File: src/rtl/ldc_pkg.sv
package ldc_pkg;
    typedef enum logic [2:0] {
        AK_BYTE     = 3'd0,
        AK_HALF     = 3'd1,
        AK_WORD     = 3'd2,
        AK_DWORD    = 3'd3,
        AK_IMM_OP   = 3'd4,
        AK_IMM_DISP = 3'd5,
        AK_RSV6     = 3'd6,
        AK_RSV7     = 3'd7
    } addr_kind_e;

    typedef enum logic [1:0] {
        SZ_BYTE  = 2'd0,
        SZ_HALF  = 2'd1,
        SZ_WORD  = 2'd2,
        SZ_DWORD = 2'd3
    } size_e;

    typedef enum logic [1:0] {
        ST_IDLE  = 2'd0,
        ST_ISSUE = 2'd1,
        ST_TRAP  = 2'd2
    } dec_state_e;
endpackage

File: src/rtl/ldc_class.sv
module ldc_class
    import ldc_pkg::*;
(
    input  logic [2:0] kind_raw,
    output size_e      size,
    output logic       is_imm,
    output logic       is_indexed,
    output logic       is_dword,
    output logic       kind_ok
);
    always_comb begin
        size       = SZ_WORD;
        is_imm     = 1'b0;
        is_indexed = 1'b0;
        is_dword   = 1'b0;
        kind_ok    = 1'b1;
        unique case (addr_kind_e'(kind_raw))
            AK_BYTE:     begin size = SZ_BYTE;  is_indexed = 1'b1; end
            AK_HALF:     begin size = SZ_HALF;  is_indexed = 1'b1; end
            AK_WORD:     begin size = SZ_WORD;  is_indexed = 1'b1; end
            AK_DWORD:    begin size = SZ_DWORD; is_indexed = 1'b1; is_dword = 1'b1; end
            AK_IMM_OP:   is_imm = 1'b1;
            AK_IMM_DISP: is_imm = 1'b1;
            AK_RSV6:     kind_ok = 1'b0;
            AK_RSV7:     kind_ok = 1'b0;
        endcase
    end
endmodule

File: src/rtl/ldc_fault.sv
module ldc_fault (
    input  logic ind_bit,
    input  logic is_imm,
    input  logic kind_ok,
    input  logic exists,
    input  logic priv,
    input  logic slave,
    output logic fault
);
    logic imm_indirect;
    logic priv_violation;
    logic missing;

    always_comb begin
        imm_indirect   = is_imm & ind_bit;
        priv_violation = priv & slave;
        missing        = ~exists | ~kind_ok;
        fault          = imm_indirect | priv_violation | missing;
    end
endmodule

File: src/rtl/ldc_addr.sv
module ldc_addr #(
    parameter int ADDR_W    = 17,
    parameter int REG_COUNT = 16
) (
    input  logic [ADDR_W-1:0] ref_addr,
    input  logic              is_dword,
    input  logic              is_indexed,
    output logic [ADDR_W-1:0] eff_addr,
    output logic              reg_sel
);
    localparam logic [ADDR_W-1:0] REG_LIM = ADDR_W'(REG_COUNT);

    always_comb begin
        eff_addr    = ref_addr;
        eff_addr[0] = ref_addr[0] & ~is_dword;
        reg_sel     = is_indexed && (eff_addr < REG_LIM);
    end
endmodule

File: src/rtl/ldc_top.sv
module ldc_top
    import ldc_pkg::*;
#(
    parameter int          INSTR_W   = 32,
    parameter int          VEC_W     = 7,
    parameter logic [6:0]  TRAP_VEC  = 7'h40,
    parameter int          REG_COUNT = 16,
    localparam int         ADDR_W    = INSTR_W - 15
) (
    input  logic               clk,
    input  logic               rst,
    input  logic               stall,
    input  logic               in_valid,
    input  logic [INSTR_W-1:0] instr,
    input  logic               slave_mode,
    input  logic [2:0]         tbl_kind,
    input  logic               tbl_priv,
    input  logic               tbl_exists,
    output logic               trap_valid,
    output logic [VEC_W-1:0]   trap_vector,
    output logic               issue_valid,
    output logic [6:0]         opcode,
    output logic               indirect_en,
    output logic               index_en,
    output logic [1:0]         size_code,
    output logic [ADDR_W-1:0]  eff_addr,
    output logic               reg_sel
);
    localparam int IND_BIT = INSTR_W - 1;
    localparam int OPC_HI  = INSTR_W - 2;
    localparam int OPC_LO  = INSTR_W - 8;
    localparam int IDX_HI  = INSTR_W - 13;
    localparam int IDX_LO  = INSTR_W - 15;

    size_e             c_size;
    logic              c_imm, c_indexed, c_dword, c_kind_ok, c_fault;
    logic [ADDR_W-1:0] c_eff;
    logic              c_rsel;

    ldc_class u_class (
        .kind_raw   (tbl_kind),
        .size       (c_size),
        .is_imm     (c_imm),
        .is_indexed (c_indexed),
        .is_dword   (c_dword),
        .kind_ok    (c_kind_ok)
    );

    ldc_fault u_fault (
        .ind_bit (instr[IND_BIT]),
        .is_imm  (c_imm),
        .kind_ok (c_kind_ok),
        .exists  (tbl_exists),
        .priv    (tbl_priv),
        .slave   (slave_mode),
        .fault   (c_fault)
    );

    ldc_addr #(.ADDR_W(ADDR_W), .REG_COUNT(REG_COUNT)) u_addr (
        .ref_addr   (instr[ADDR_W-1:0]),
        .is_dword   (c_dword),
        .is_indexed (c_indexed),
        .eff_addr   (c_eff),
        .reg_sel    (c_rsel)
    );

    dec_state_e        state_q, state_d;
    logic [6:0]        opc_q;
    logic              ind_q, idx_q, rsel_q;
    size_e             size_q;
    logic [ADDR_W-1:0] addr_q;

    always_comb begin
        state_d = ST_IDLE;
        if (in_valid) state_d = c_fault ? ST_TRAP : ST_ISSUE;
    end

    always_ff @(posedge clk) begin
        if (rst) begin
            state_q <= ST_IDLE;
            opc_q   <= '0;
            ind_q   <= 1'b0;
            idx_q   <= 1'b0;
            rsel_q  <= 1'b0;
            size_q  <= SZ_BYTE;
            addr_q  <= '0;
        end else if (!stall) begin
            state_q <= state_d;
            if (in_valid) begin
                opc_q  <= instr[OPC_HI:OPC_LO];
                ind_q  <= c_indexed & instr[IND_BIT];
                idx_q  <= c_indexed & (|instr[IDX_HI:IDX_LO]);
                rsel_q <= c_rsel;
                size_q <= c_size;
                addr_q <= c_eff;
            end
        end
    end

    always_comb begin
        trap_valid  = 1'b0;
        issue_valid = 1'b0;
        trap_vector = '0;
        opcode      = '0;
        indirect_en = 1'b0;
        index_en    = 1'b0;
        size_code   = '0;
        eff_addr    = '0;
        reg_sel     = 1'b0;
        unique case (state_q)
            ST_IDLE: ;
            ST_TRAP: begin
                trap_valid  = 1'b1;
                trap_vector = VEC_W'(TRAP_VEC);
            end
            ST_ISSUE: begin
                issue_valid = 1'b1;
                opcode      = opc_q;
                indirect_en = ind_q;
                index_en    = idx_q;
                size_code   = size_q;
                eff_addr    = addr_q;
                reg_sel     = rsel_q;
            end
            default: ;
        endcase
    end

    AST_RESET_QUIET: assert property (@(posedge clk) rst |=> !trap_valid && !issue_valid);
    AST_IMM_IND_TRAPS: assert property (@(posedge clk) disable iff (rst)
        (in_valid && !stall && (tbl_kind == 3'd4 || tbl_kind == 3'd5) && instr[IND_BIT])
        |=> trap_valid && !issue_valid && trap_vector == VEC_W'(TRAP_VEC));
    AST_IMM_NO_INDEX: assert property (@(posedge clk) disable iff (rst)
        (in_valid && !stall && (tbl_kind == 3'd4 || tbl_kind == 3'd5)) |=> !index_en && !indirect_en);
    AST_PRIV_SLAVE_TRAPS: assert property (@(posedge clk) disable iff (rst)
        (in_valid && !stall && tbl_priv && slave_mode) |=> trap_valid);
    AST_MISSING_TRAPS: assert property (@(posedge clk) disable iff (rst)
        (in_valid && !stall && !tbl_exists) |=> trap_valid);
    AST_DWORD_ALIGNED: assert property (@(posedge clk) disable iff (rst)
        issue_valid && size_code == 2'd3 |-> !eff_addr[0]);
    AST_STALL_HOLDS: assert property (@(posedge clk) disable iff (rst)
        stall |=> $stable(trap_valid) && $stable(issue_valid) && $stable(eff_addr));
    AST_IDLE_QUIET: assert property (@(posedge clk) disable iff (rst)
        (!in_valid && !stall) |=> !trap_valid && !issue_valid);
endmodule

File: config.mk
export PLATFORM = sky130hd
export DESIGN_NAME = ldc_top
export DESIGN_NICKNAME = d
export VERILOG_FILES = /design/src/rtl/ldc_pkg.sv /design/src/rtl/ldc_class.sv /design/src/rtl/ldc_fault.sv /design/src/rtl/ldc_addr.sv /design/src/rtl/ldc_top.sv
export SDC_FILE = /design/constraint.sdc
export NUM_CORES = 1
export LEC_CHECK = 0
export BUFFER_PORTS_ARGS = -buffer_cell sky130_fd_sc_hd__clkbuf_2
export CORE_MARGIN = 5
export CORE_UTILIZATION = 30
export DETAILED_ROUTE_END_ITERATION = 7
export HOLD_SLACK_MARGIN = 0.05
export PLACE_DENSITY_LB_ADDON = 0.25
export SLEW_MARGIN = 25
export SYNTH_ARGS = -nofsm -noshare
export SYNTH_HDL_FRONTEND = slang
export SYNTH_SLANG_ARGS = --single-unit
File: constraint.sdc
create_clock -name clk -period 0.95 [get_ports clk]
set_input_delay 0 -clock clk [delete_from_list [all_inputs] [get_ports clk]]
set_output_delay 0 -clock clk [all_outputs]
set_load 0.02 [all_outputs]
==> metrics <==
Final Skew 0 ns; XOR/XNOR Fraction of Synth Area 0%; Yosys warning count 0; gr usage total between 10% and 20%; Final setup viols 32; vias in the first global route 1,628; Post-Synth Adder-Cell Area 0%; CP max-delay cell dfxtp_2; Synth Area in Simple Gates between 30% and 40%; Worst Setup Start Kind flop; Switching Share 24.4%; global-route wire length before repair 7.13 mm; mean area per synthesized cell 8.28 µm²; # IOs 80; gp weighted congestion approximately 0.71; clock buffer depth 2; residual DRC count 0; post-synthesis mux area share 0%; Clk pin slew, worst setup/hold paths 0.07 ns; worst flop-to-flop path startpoint state_q[1]; crit path buf inv count 2; WL per Instance about 13 µm; Max Freq 0.807 GHz; Stages on worst setup path 4; Max-Cap Viols 0; sequential share of power roughly 46%; Clk Latency, worst-skew pair 0.27 ns; clock power share 37.1%; count of cell types in the netlist 23; min Tclk post-route 1.24 ns; RSZ-0062 raised after global routing true; Final #Nets 329; ANT nets after route 0; crit end category output port; row cnt 26; Hold Path Class input port to flop; Logic pwr share 16.9%; TritonCTS buffer count 5; Internal Pwr Total 2.28 mW; Fin Hold WS ~0.057 ns; cell family with most CP delay simple AND/OR/NAND/NOR gates; maximum level of the CTS H-tree 2; sequential share of the synthesized area 40.5%; setup_tns -7.97 ns; DP HPWL 3.01 mm; r2r setup slk 0.16 ns; layout cells sized above 1 53.8%; DR vias about 1.6k; Worst R2R End state_q[1]; Reg2Reg Depth 4; commonest non-fill, non-tap cell in the layout nand2_1; mapped cell area between 0.0015 and 0.002 mm²; CP peak stage delay 0.33 ns; Endpoint, Worst Hold rsel_q; crit path kind flop to output port; leakage 1.14 nW; port bufs 69; Post-Synthesis Cells 185; CP arrival 1.24 ns; Final Util roughly 54%; most frequent cells in the layout 44 x nand2_1, 35 x clkbuf_2, 29 x dfxtp_1, 29 x dlygate4sd3_1, 26 x clkbuf_8; area delta synth->final 78.1%; compound-cell area share of the yosys netlist 16.3%; largest family of logic cells by synthesized area simple AND/OR/NAND/NOR gates; CP cell instances nor2b_4 -> buf_6 -> and2_2 -> clkbuf_8; peak supply drop 546 µV; Slew Viols, Final 0; data required time of the worst path 0.95 ns; Die Ht approximately 81 µm; Clock Sinks 31; vias per cell roughly 4.4; hold wc startpoint instr[16]; Initial DRT Pass Iterations 4; Initial Util 30.4%; Min-Delay Path Depth 4; Yosys reg bits 31; outcome finished, violations left; initial detailed-routing violation count 31; pin count of the biggest net entering global routing 19; violated checks setup timing; Setup WS post-layout -0.289 ns; Final Hold Vio Count 0; Core Region 0.00504 mm²; CP max FO 11; die area 0.00663 mm²; antenna violations before repair 0; routed wire length 4.58 mm; Die Wd around 80 µm; grt total ovfl 0; NetSw 0.734 mW; power per cell area 1100 mW/mm²; final worst path period share 130%; diode count 0; CTS tree built; pre-CTS setup slack -0.0462 ns; CTS Root Cell clkbuf_8
-- cell families (layout without fill, tap and decap cells) --
group / after synthesis / after routing
compound gates: 34 / 34
buf+inv: 19 / 117
simple gates: 100 / 100
other cells: 1 / 6
flops: 31 / 31
-- timing repair --
item | in CTS | in global routing
gates resized for setup | 79 | 19
endpoints found under the setup margin | 32 | 33
cloned | 0 | 0
endpoints found under the hold margin | 29 | 2
hold buffers | 30 | 2
pin swaps | 7 | 3
setup buffers | 1 | 0
-- state kept, by name, summed over array words and instances (netlist names) --
register  cells
opc_q         7
idx_q         1
state_q       2
rsel_q        1
addr_q       17
size_q        2
ind_q         1
-- worst min-delay path: stages --
cell	delay, ns
clkbuf_2	0.09
nor4_1	0.05
nand4_1	0.09
o21ai_1	0.07
-- cells in the mapped netlist (all sizes together) --
| master | count | share of area [%] |
|---|---|---|
| nor3 | 2 | 0.65 |
| conb | 1 | 0.24 |
| o21ai | 3 | 0.98 |
| buf | 17 | 8.3 |
| nor2b | 3 | 1.2 |
| clkbuf | 2 | 0.49 |
| nand2b | 1 | 0.90 |
| nand4 | 2 | 0.82 |
| a31o | 1 | 0.57 |
| nand3b | 4 | 2.0 |
| dfxtp | 31 | 41 |
| nand2 | 54 | 15 |
| nor4 | 3 | 1.2 |
| a21oi | 30 | 15 |
| and2 | 29 | 12 |
| or3 | 1 | 0.41 |
| nand3 | 1 | 0.33 |
-- power by group through the flow --
stage	clock network, mW	logic (mW)	registers, mW
global placement	0	0.371	1.41
floorplan	0	0.250	1.40
finish	1.12	0.510	1.38
global route	1.21	0.557	1.39
CTS	1.17	0.497	1.38
detailed placement	0	0.374	1.41
-- metrics by stage --
step | area, µm² | instances | power (mW)
floorplan | 1590 | 190 | 1.65
global placement | 1970 | 321 | 1.78
detailed placement | 1970 | 321 | 1.78
CTS | 2690 | 360 | 3.05
global route | 2730 | 358 | 3.16
finish | 2730 | 358 | 3.01
-- cell type report --
type,instances,area [µm²]
fillers,474,2310
well taps,70,87.6
multi-input cells,140,885
clock buffers,8,100
repair buffers,109,1030
flip-flops and latches,31,623
-- how the worst max path moves through the flow --
| stage | startpoint | slack, ns | endpoint |
|---|---|---|---|
| after floorplan | state_q[0] | 0.008 | eff_addr[14] |
| after global placement | state_q[0] | -0.01 | eff_addr[15] |
| after detailed placement | state_q[0] | -0.05 | eff_addr[15] |
| after CTS | state_q[0] | -0.30 | eff_addr[15] |
| final | state_q[0] | -0.29 | size_code[0] |
| after global routing | state_q[0] | -0.37 | indirect_en |
-- routing by layer --
layer	global-route usage, %	part of all wire (%)	vias up
met5	0	0	-
met4	7.60	2.4	0
met3	2.96	4.6	10
met2	26.1	54	49
met1	15.1	39	722
li1	-	-	786
(Power assumes the default switching activity.)
